===== src/rtl/xwf_pkg.sv =====
package xwf_pkg;

   typedef enum logic [2:0] {
      ST_EMPTY = 3'd0,
      ST_PEND  = 3'd1,
      ST_SEND  = 3'd2,
      ST_CRED  = 3'd3,
      ST_ACKW  = 3'd4
   } fwd_st_e;

   function automatic int link_bits(input int n);
      return (n > 1) ? $clog2(n) : 1;
   endfunction

endpackage


===== src/rtl/xwf_range_regs.sv =====
module xwf_range_regs #(
   parameter int ADDR_W  = 40,
   parameter int N_RANGE = 2,
   localparam int SEL_W  = $clog2(2 * N_RANGE)
) (
   input  logic                            clk,
   input  logic                            rst_n,
   input  logic                            cfg_we,
   input  logic [SEL_W-1:0]                cfg_sel,
   input  logic [ADDR_W-1:0]               cfg_wdata,
   output logic [N_RANGE-1:0][ADDR_W-1:0]  lo_q,
   output logic [N_RANGE-1:0][ADDR_W-1:0]  hi_q
);

   for (genvar g = 0; g < N_RANGE; g++) begin : g_win
      localparam int LO_CODE = 2 * g;
      localparam int HI_CODE = 2 * g + 1;
      always_ff @(posedge clk) begin
         if (!rst_n) begin
            lo_q[g] <= '1;
            hi_q[g] <= '0;
         end else if (cfg_we) begin
            if (cfg_sel == SEL_W'(LO_CODE)) lo_q[g] <= cfg_wdata;
            if (cfg_sel == SEL_W'(HI_CODE)) hi_q[g] <= cfg_wdata;
         end
      end
   end

endmodule


===== src/rtl/xwf_match.sv =====
module xwf_match #(
   parameter int ADDR_W  = 40,
   parameter int N_RANGE = 2,
   localparam int LNK_W  = xwf_pkg::link_bits(N_RANGE)
) (
   input  logic [ADDR_W-1:0]               addr,
   input  logic [N_RANGE-1:0][ADDR_W-1:0]  lo_q,
   input  logic [N_RANGE-1:0][ADDR_W-1:0]  hi_q,
   output logic                            any_hit,
   output logic [LNK_W-1:0]                hit_idx
);

   logic [N_RANGE-1:0] hit;

   for (genvar g = 0; g < N_RANGE; g++) begin : g_cmp
      assign hit[g] = (addr >= lo_q[g]) && (addr <= hi_q[g]);
   end

   // lowest index wins
   always_comb begin
      hit_idx = '0;
      for (int i = N_RANGE - 1; i >= 0; i--) begin
         if (hit[i]) hit_idx = LNK_W'(i);
      end
   end

   assign any_hit = |hit;

endmodule


===== src/rtl/xwf_ctrl.sv =====
module xwf_ctrl
   import xwf_pkg::*;
#(
   parameter int              ADDR_W     = 40,
   parameter int              DATA_W     = 512,
   parameter int              N_RANGE    = 2,
   parameter int              NODE_ID    = 8,
   parameter logic [ADDR_W-1:0] BCAST_BASE = '0,
   localparam int             LNK_W      = link_bits(N_RANGE),
   localparam int             HALF_W     = DATA_W / 2
) (
   input  logic                clk,
   input  logic                rst_n,
   input  logic                in_valid,
   input  logic [ADDR_W-1:0]   in_addr,
   input  logic                in_long,
   input  logic [DATA_W-1:0]   in_data,
   input  logic                any_hit,
   input  logic [LNK_W-1:0]    hit_idx,
   output logic                in_ready,
   input  logic [N_RANGE-1:0]  lnk_free,
   input  logic [N_RANGE-1:0]  sts_valid,
   input  logic                sts_fail,
   output logic                pkt_valid,
   output logic [LNK_W-1:0]    pkt_link,
   output logic [ADDR_W-1:0]   pkt_addr,
   output logic                pkt_long,
   output logic [DATA_W-1:0]   pkt_data,
   output logic                csr_valid,
   output logic [ADDR_W-1:0]   csr_addr,
   output logic                unm_flag,
   output logic                err_flag,
   output logic                err_irq
);

   localparam logic [11:0]       DQ_OFS  = (NODE_ID == 8) ? 12'h640 : 12'h600;
   localparam logic [ADDR_W-1:0] DQ_ADDR = BCAST_BASE + ADDR_W'(DQ_OFS);

   fwd_st_e             st_q;
   logic [LNK_W-1:0]    lnk_q;
   logic [ADDR_W-1:0]   adr_q;
   logic                long_q;
   logic [DATA_W-1:0]   dat_q;
   logic                take;

   assign take = in_valid && (st_q == ST_EMPTY);

   always_ff @(posedge clk) begin
      if (!rst_n) begin
         st_q     <= ST_EMPTY;
         lnk_q    <= '0;
         adr_q    <= '0;
         long_q   <= 1'b0;
         dat_q    <= '0;
         unm_flag <= 1'b0;
         err_flag <= 1'b0;
         err_irq  <= 1'b0;
      end else begin
         err_irq <= 1'b0;
         unique case (st_q)
            ST_EMPTY: if (take) begin
               if (any_hit) begin
                  st_q   <= ST_PEND;
                  lnk_q  <= hit_idx;
                  adr_q  <= in_addr;
                  long_q <= in_long;
                  dat_q  <= in_long ? in_data : {{HALF_W{1'b0}}, in_data[HALF_W-1:0]};
               end else begin
                  unm_flag <= 1'b1;
               end
            end
            ST_PEND: if (lnk_free[lnk_q]) st_q <= ST_SEND;
            ST_SEND: st_q <= ST_CRED;
            ST_CRED: st_q <= ST_ACKW;
            ST_ACKW: if (sts_valid[lnk_q]) begin
               st_q <= ST_EMPTY;
               if (sts_fail) begin
                  err_flag <= 1'b1;
                  err_irq  <= 1'b1;
               end
            end
            default: st_q <= ST_EMPTY;
         endcase
      end
   end

   assign in_ready  = (st_q == ST_EMPTY);
   assign pkt_valid = (st_q == ST_SEND);
   assign pkt_link  = lnk_q;
   assign pkt_addr  = adr_q;
   assign pkt_long  = long_q;
   assign pkt_data  = dat_q;
   assign csr_valid = (st_q == ST_CRED);
   assign csr_addr  = DQ_ADDR;

   a_r6_pkt_needs_free: assert property (@(posedge clk) disable iff (!rst_n)
      pkt_valid |-> $past(lnk_free[pkt_link]));
   a_r6_pkt_single: assert property (@(posedge clk) disable iff (!rst_n)
      pkt_valid |=> !pkt_valid);
   a_r8_credit_follows_pkt: assert property (@(posedge clk) disable iff (!rst_n)
      csr_valid |-> $past(pkt_valid));
   a_r8_no_overlap: assert property (@(posedge clk) disable iff (!rst_n)
      !(pkt_valid && csr_valid));
   a_r5_fill_needs_offer: assert property (@(posedge clk) disable iff (!rst_n)
      $fell(in_ready) |-> $past(in_valid && any_hit));
   a_r4_unm_sticky: assert property (@(posedge clk) disable iff (!rst_n)
      unm_flag |=> unm_flag);
   a_r10_irq_with_flag: assert property (@(posedge clk) disable iff (!rst_n)
      err_irq |-> err_flag);
   a_r10_irq_pulse: assert property (@(posedge clk) disable iff (!rst_n)
      err_irq |=> !err_irq);
   a_r9_free_needs_status: assert property (@(posedge clk) disable iff (!rst_n)
      $rose(in_ready) |-> $past(sts_valid[pkt_link]));

endmodule


===== src/rtl/xwf_forwarder.sv =====
module xwf_forwarder #(
   parameter int              ADDR_W     = 40,
   parameter int              DATA_W     = 512,
   parameter int              N_RANGE    = 2,
   parameter int              NODE_ID    = 8,
   parameter logic [ADDR_W-1:0] BCAST_BASE = 40'hFF_8000_0000,
   localparam int             SEL_W      = $clog2(2 * N_RANGE),
   localparam int             LNK_W      = xwf_pkg::link_bits(N_RANGE)
) (
   input  logic                clk,
   input  logic                rst_n,
   input  logic                cfg_we,
   input  logic [SEL_W-1:0]    cfg_sel,
   input  logic [ADDR_W-1:0]   cfg_wdata,
   input  logic                in_valid,
   output logic                in_ready,
   input  logic [ADDR_W-1:0]   in_addr,
   input  logic                in_long,
   input  logic [DATA_W-1:0]   in_data,
   input  logic [N_RANGE-1:0]  lnk_free,
   output logic                pkt_valid,
   output logic [LNK_W-1:0]    pkt_link,
   output logic [ADDR_W-1:0]   pkt_addr,
   output logic                pkt_long,
   output logic [DATA_W-1:0]   pkt_data,
   output logic                csr_valid,
   output logic [ADDR_W-1:0]   csr_addr,
   input  logic [N_RANGE-1:0]  sts_valid,
   input  logic                sts_fail,
   output logic                unm_flag,
   output logic                err_flag,
   output logic                err_irq
);

   if (NODE_ID < 4 || NODE_ID > 8) begin : g_bad_node
      $error("xwf_forwarder: NODE_ID must be 4..8");
   end
   if (ADDR_W < 13 || ADDR_W > 64) begin : g_bad_addr
      $error("xwf_forwarder: ADDR_W out of range");
   end
   if (DATA_W < 16 || (DATA_W % 16) != 0) begin : g_bad_data
      $error("xwf_forwarder: DATA_W must be a multiple of 16");
   end
   if (N_RANGE < 1 || N_RANGE > 8) begin : g_bad_rng
      $error("xwf_forwarder: N_RANGE must be 1..8");
   end

   logic [N_RANGE-1:0][ADDR_W-1:0] lo_q;
   logic [N_RANGE-1:0][ADDR_W-1:0] hi_q;
   logic                           any_hit;
   logic [LNK_W-1:0]               hit_idx;

   xwf_range_regs #(.ADDR_W(ADDR_W), .N_RANGE(N_RANGE)) u_regs (
      .clk       (clk),
      .rst_n     (rst_n),
      .cfg_we    (cfg_we),
      .cfg_sel   (cfg_sel),
      .cfg_wdata (cfg_wdata),
      .lo_q      (lo_q),
      .hi_q      (hi_q)
   );

   xwf_match #(.ADDR_W(ADDR_W), .N_RANGE(N_RANGE)) u_match (
      .addr    (in_addr),
      .lo_q    (lo_q),
      .hi_q    (hi_q),
      .any_hit (any_hit),
      .hit_idx (hit_idx)
   );

   xwf_ctrl #(
      .ADDR_W     (ADDR_W),
      .DATA_W     (DATA_W),
      .N_RANGE    (N_RANGE),
      .NODE_ID    (NODE_ID),
      .BCAST_BASE (BCAST_BASE)
   ) u_ctrl (
      .clk       (clk),
      .rst_n     (rst_n),
      .in_valid  (in_valid),
      .in_addr   (in_addr),
      .in_long   (in_long),
      .in_data   (in_data),
      .any_hit   (any_hit),
      .hit_idx   (hit_idx),
      .in_ready  (in_ready),
      .lnk_free  (lnk_free),
      .sts_valid (sts_valid),
      .sts_fail  (sts_fail),
      .pkt_valid (pkt_valid),
      .pkt_link  (pkt_link),
      .pkt_addr  (pkt_addr),
      .pkt_long  (pkt_long),
      .pkt_data  (pkt_data),
      .csr_valid (csr_valid),
      .csr_addr  (csr_addr),
      .unm_flag  (unm_flag),
      .err_flag  (err_flag),
      .err_irq   (err_irq)
   );

   a_r1_window_decode: assert property (@(posedge clk) disable iff (!rst_n)
      (any_hit && hit_idx == '0) |-> (in_addr >= lo_q[0] && in_addr <= hi_q[0]));

endmodule


===== config.mk =====
export PLATFORM = sky130hd
export DESIGN_NAME = xwf_forwarder
export DESIGN_NICKNAME = d
export VERILOG_FILES = /design/src/rtl/xwf_pkg.sv /design/src/rtl/xwf_range_regs.sv /design/src/rtl/xwf_match.sv /design/src/rtl/xwf_ctrl.sv /design/src/rtl/xwf_forwarder.sv
export SDC_FILE = /design/constraint.sdc
export NUM_CORES = 2
export LEC_CHECK = 0
export BUFFER_PORTS_ARGS = -buffer_cell sky130_fd_sc_hd__buf_4
export CAP_MARGIN = 30
export CORE_AREA = 3 3 471 473
export CTS_CLUSTER_SIZE = 30
export DETAILED_ROUTE_END_ITERATION = 6
export DIE_AREA = 0 0 474 476
export PLACE_DENSITY_LB_ADDON = 0.05
export SLEW_MARGIN = 10
export SYNTH_ARGS = -nofsm -noshare
export SYNTH_HDL_FRONTEND = slang
export SYNTH_SLANG_ARGS = --single-unit

===== constraint.sdc =====
create_clock -name clk -period 4.09 [get_ports clk]
set_clock_uncertainty 0.05 [all_clocks]
set_input_delay 1.0225 -clock clk [delete_from_list [all_inputs] [get_ports clk]]
set_output_delay 1.0225 -clock clk [all_outputs]
set_load 0.005 [all_outputs]

**After elaboration in Yosys (flattened, before gate mapping)**

Index checks and enable logic that the tools add are counted.

- Flip-flop bits (word level): 720
- Input port bits: 604
- Output and inout bits: 600
- Logic and storage cells: 57

- Order comparisons: 5
- Equal/unequal tests: 11
- Muxes and demuxes: 13
- Bitwise operators: 1
- Reductions and logical operators: 15

Operator list:

| kind | count |
|---|---|
| two-way mux 512 bit | 1 |
| greater-or-equal comparator 40 bit | 2 |
| less-or-equal comparator 40 bit | 2 |
| one-hot mux 3 bit (5 select lines) | 1 |
| two-way mux 3 bit | 4 |
| AND reduction 3 bit | 4 |
| inequality test 2 x 1 -> 1 bit (second input constant) | 4 |
| AND reduction 2 bit | 4 |
| two-way mux 1 bit | 7 |
| == test 3 x 2 -> 1 bit (second input constant) | 2 |
| == test 2 bit (second input constant) | 2 |
| AND reduction 4 bit | 1 |
| == test 3 x 1 -> 1 bit (second input constant) | 1 |
| == test 3 bit (second input constant) | 1 |
| logical AND 1 bit | 3 |
| logical NOT 3 bit | 1 |
| == test 2 x 1 -> 1 bit (second input constant) | 1 |
| logical NOT 2 bit | 1 |
| less-than comparator 1 x 2 -> 1 bit (second input constant) | 1 |
| OR reduction 2 bit | 1 |
| inverter 1 bit | 1 |

**Logic depth before layout (Yosys ltp)**

- Depth in word-level cells: 6
- Depth in mapped cells: 13
- Mapped depth without buffers: 10

**Hierarchy**

Synthesis repeated with hierarchy kept, for this count alone.

- Cells, all modules: 3,667
- Area, all modules: 33,078.0 sq um

Modules (own cells, without submodules):

| module | times used | cells an instance | area each (sq um) | seq. area each (sq um) |
|---|---|---|---|---|
| xwf_ctrl | 1 | 2,502 | 22,773.1 | 11,210.8 |
| xwf_range_regs | 1 | 611 | 6,319.8 | 3,203.1 |
| xwf_match | 1 | 554 | 3,985.1 | 0.0 |

**Worst setup path after synthesis**

OpenSTA, ideal clock, no wires.

- Kind: input -> register
- Start: in in_addr[25]
- End: reg u_ctrl.dat_q[0] (netlist: u_ctrl.pkt_data[0])
- Data arrival time: 3,204 ps
- Required time: 3,920 ps
- Slack: 717 ps
- Cell stages on the path: 12
- Path through: ha_1 -> a21o_1 -> a221o_1 -> a22oi_1 -> o211ai_1 -> o32a_1 -> a41oi_2 -> o21ai_2 -> buf_2 -> buf_6 -> buf_6 -> mux2i_1

- Longest elaborated chain between the ends: 4
- Elaborated cells between the ends (all ways): 8

Ends and longest elaborated chain:

| item | line | source |
|---|---|---|
| start, declared | xwf_forwarder.sv:17 | `input logic [ADDR_W-1:0] in_addr,` |
| greater-or-equal comparator 40 bit / less-or-equal comparator 40 bit (equally long branches) | xwf_match.sv:16 | `assign hit[g] = (addr >= lo_q[g]) && (addr <= hi_q[g]);` |
| logical AND 1 bit | xwf_match.sv:16 |  |
| OR reduction 2 bit * | xwf_match.sv:27 | `assign any_hit = \|hit;` |
| AND reduction 3 bit (no line) * | -- |  |
| end signal, assigned | xwf_ctrl.sv:67 | `dat_q <= in_long ? in_data : {{HALF_W{1'b0}}, in_data[HALF_W-1:0]};` |
| end, declared | xwf_ctrl.sv:43 | `logic [DATA_W-1:0] dat_q;` |

Every way passes the cells marked *; elsewhere a longest branch is shown, timed or not.
A chain may end at the register's enable or synchronous reset.

**Worst setup path after layout**

- Start: in in_addr[34]
- End: reg u_ctrl.dat_q[403] (netlist: u_ctrl.pkt_data[403])

Same word-level chain as after synthesis.

==> metrics.yaml <==
outcome:
  run_status: "finished, final reports clean"
worst_setup_path:
  worstReg2RegStart: "u_regs.lo_q[9]"
  arrival_ns: 4.29
  critical_path_start_end_classification: "input port to register"
  worst_setup_path_startpoint: "in_addr[34]"
  critPathRequiredTime_ns: 4.67
  cp-end-kind: "register"
  crit_fanout: 18
  critPathLaunchType: "input port"
synth:
  synth.yosys.warnings: 0
  synth_area_leader_cell: "dfxtp_1"
  post_synth_instance_area_sq_um: 32020
  yosys_register_bits: 720
  synth_cell_types: 49
  ys_top_cells_by_area: "dfxtp_1 45%, mux2i_1 17%, nand2_1 13%"
  mapped_cells: 3685
  synth_sequential_area_ratio: 0.4502
  post_synth.cell_area_avg_sq_um: 8.688
  yosys.area.top_type_share: 0.4502
layout:
  drive_gt1_frac: 0.3019
  stdcell_area_sq_um: 48010
  nFillCells: 24094
  regArea_sq_um: 14410
  finish.utilization: 0.2209
  area_delta_synth_final_pct: 49.95
  multi_input_comb_area_sq_um: 15660
  fin_nets: 5612
timing:
  worst_slew_margin_rel: 0.4000
  setup_viol: 0
  timing.final.crit_period_ns: 3.711
  timing_hold_violations_final: 0
  timing.final.crit_share: 0.9073
  drv_slew: 0
  grt_setup_unrepaired: "false"
  timing.fmax_ghz: 0.2695
  max_slew.worst_pin.slew_ns: 0.8999
route:
  drt_iter0_drc: 1464
  ant_nets: 0
  route.vias.total: 29554
  route.detailed.wl_per_inst_um: 23.77
  first_pass_detailed_route_iteration_total: 5
  avgViaCountPerCell: 3.789
  postRouteWirelength_um: 185400
  post-route-drc-count: 0
pwr:
  ir_worst_vdd_mv: 0.2943
  pwr_density_cell_nw_per_um2: 384.0
  report.power.total_mw: 18.44
  static-leakage-power_nw: 23.99
placed_design:
  gp_congestion: 0.7643
  post-dp-hpwl_um: 146900
  port_buffers: 1163
  dpl-instance-area_sq_um: 44620
clock_network:
  worst_setup_hold_path_clk_slew_ns: 0.06
  cts-resized-gates: 0
  tritoncts: "built"
  h-tree-depth: 3
  cts.repair_timing.setup_buffer_count: 0
  cts_hold_buf: 0
  tritoncts_num_sinks: 720
  clock_insertion_delay_worst_skew_ns: 0.75
  clockRootBuffer: "clkbuf_16"
  cts-buffers-inserted: 104
  cts_max_path_buffers: 3
floorplanning:
  initial_core_util: 0.1473
  ioPinCount: 1204
  placement_rows: 171
  floorplan.die_area_sq_um: 225600
  die-width_um: 474
  chipHeight_um: 476
  core_sq_um: 217400
min_path:
  timing.hold.worst.class: "register to register"
  startpoint_of_the_lowest_slack_hold_path: "u_regs.hi_q[74]"
global_routing:
  initial_antenna_violation_count: 49
  grt_first_pass_wirelength_um: 247100
  vias_in_the_first_global_route: 29411
  global_route.usage.total: 0.1555
  globalRouteOverflowTotal: 0
  maximum_number_of_pins_on_one_net_before_global_route_repair: 135
run:
  maxCapViolations: 0
==> metal layers <==
layer	vias up	GRT usage	wire, um
li1	14629	-	-
met1	13894	0.1914	79390
met2	789	0.2599	88650
met3	216	0.04971	12600
met5	-	0	167
met4	26	0.04260	4581
==> flip-flops by register name, indices dropped and copies added, names as in the netlist <==
| name | count |
|---|---|
| u_ctrl.pkt_addr | 40 |
| u_ctrl.pkt_data | 512 |
| u_regs.hi_q | 80 |
| u_ctrl.err_irq | 1 |
| u_ctrl.st_q | 3 |
| u_ctrl.err_flag | 1 |
| u_ctrl.pkt_link | 1 |
| u_ctrl.unm_flag | 1 |
| u_ctrl.pkt_long | 1 |
| u_regs.lo_q | 80 |
==> final timing paths <==
path                          endpoint  slack (ns)  cells after the start
setup reg to reg    u_ctrl.pkt_data[3]        0.44                     12
hold / removal         u_regs.hi_q[74]        0.40                      2
hold reg to reg        u_regs.hi_q[74]        0.40                      2
setup / recovery  u_ctrl.pkt_data[403]        0.38                     16
==> stage by stage <==
stage               hold slack (ns)  setup WS [ns]  std cells  TNS [ns]
floorplan                    0.3863         0.7166       3723         0
CTS                          0.3662         0.1842       7776         0
detailed placement           0.3975        -0.5646       7596   -232.93
global placement             0.3941        -0.5787       7596   -274.84
finish                       0.4010         0.3793       7800         0
global route                 0.4056        0.07875       7787         0
==> cell families (layout without fill, tap and decap cells) <==
group,after synthesis,after routing,synth area share
AND/OR/NAND/NOR,1490,1490,0.1908
multiplexers,556,556,0.1738
AO/OA/AOI/OAI,291,291,0.05639
other,2,64,0.0002346
flip-flops,720,720,0.4502
buffers and inverters,466,1665,0.06601
adder cells (fa/ha/maj),160,160,0.06253
==> cell type report <==
type | instances | area share
antenna | 24 | 0.001251
clock buffer | 155 | 0.06343
clock inverter | 25 | 0.006046
inverter | 161 | 0.01259
multi-input combinational | 2537 | 0.3262
sequential | 720 | 0.3002
tap | 2854 | 0.07438
timing repair buffer | 1324 | 0.2159
==> cell usage after synthesis, drive strengths merged <==
cell	count
clkbuf	199
nand3b	2
conb	2
o21ai	16
a22oi	1
a211oi	6
o21bai	1
and4	1
a211o	3
or2	1
and3	3
a21o	10
o31ai	1
o2111ai	1
buf	106
a21boi	2
nor3b	3
a41o	1
a31oi	5
o211ai	86
o41ai	1
and3b	1
mux2i	556
a41oi	1
nand2	1131
ha	160
or3	2
dfxtp	720
nor4	8
a21oi	147
nor2	18
inv	161
nand4	33
a221o	1
nand2b	3
nand3	275
a221oi	3
a22o	2
o21a	1
o311a	1
o32a	1
nor2b	3
nor3	3
and2	3
==> cell usage in the layout, fill, tap and decap left out, types with 5 or more instances in the layout <==
master,n
ha_1,160
nand4_1,33
conb_1,40
clkinv_2,15
clkbuf_16,105
a21o_1,10
clkbuf_1,27
a31oi_1,5
mux2i_1,556
buf_12,33
o21ai_0,15
inv_1,160
dfxtp_1,720
o211ai_1,86
buf_4,1289
nand3_1,274
diode_2,24
a21oi_1,147
clkbuf_8,24
a211oi_1,6
nor2_1,17
nor4_1,8
nand2_1,1131
==> power breakdown <==
part           internal (mW)  switching (mW)  leakage [nW]  total [mW]
clock                   5.35            3.74          1.65        9.10
sequential              7.18          0.0849          5.82        7.27
combinational          0.962            1.11          16.5        2.07
total                   13.5            4.94          24.0        18.4
==> critical path: stages <==
cell      delay [ns]
buf_4           0.15
ha_1            0.30
nand4_1         0.18
nor4_1          0.45
buf_4           0.22
nand4_1         0.25
a31oi_1         0.31
buf_4           0.16
a211oi_1        0.04
a21oi_1         0.14
buf_4           0.14
o21ai_4         0.13
buf_12          0.21
buf_12          0.20
buf_12          0.14
mux2i_1         0.16
No activity file was read; power rests on OpenSTA's default activity.
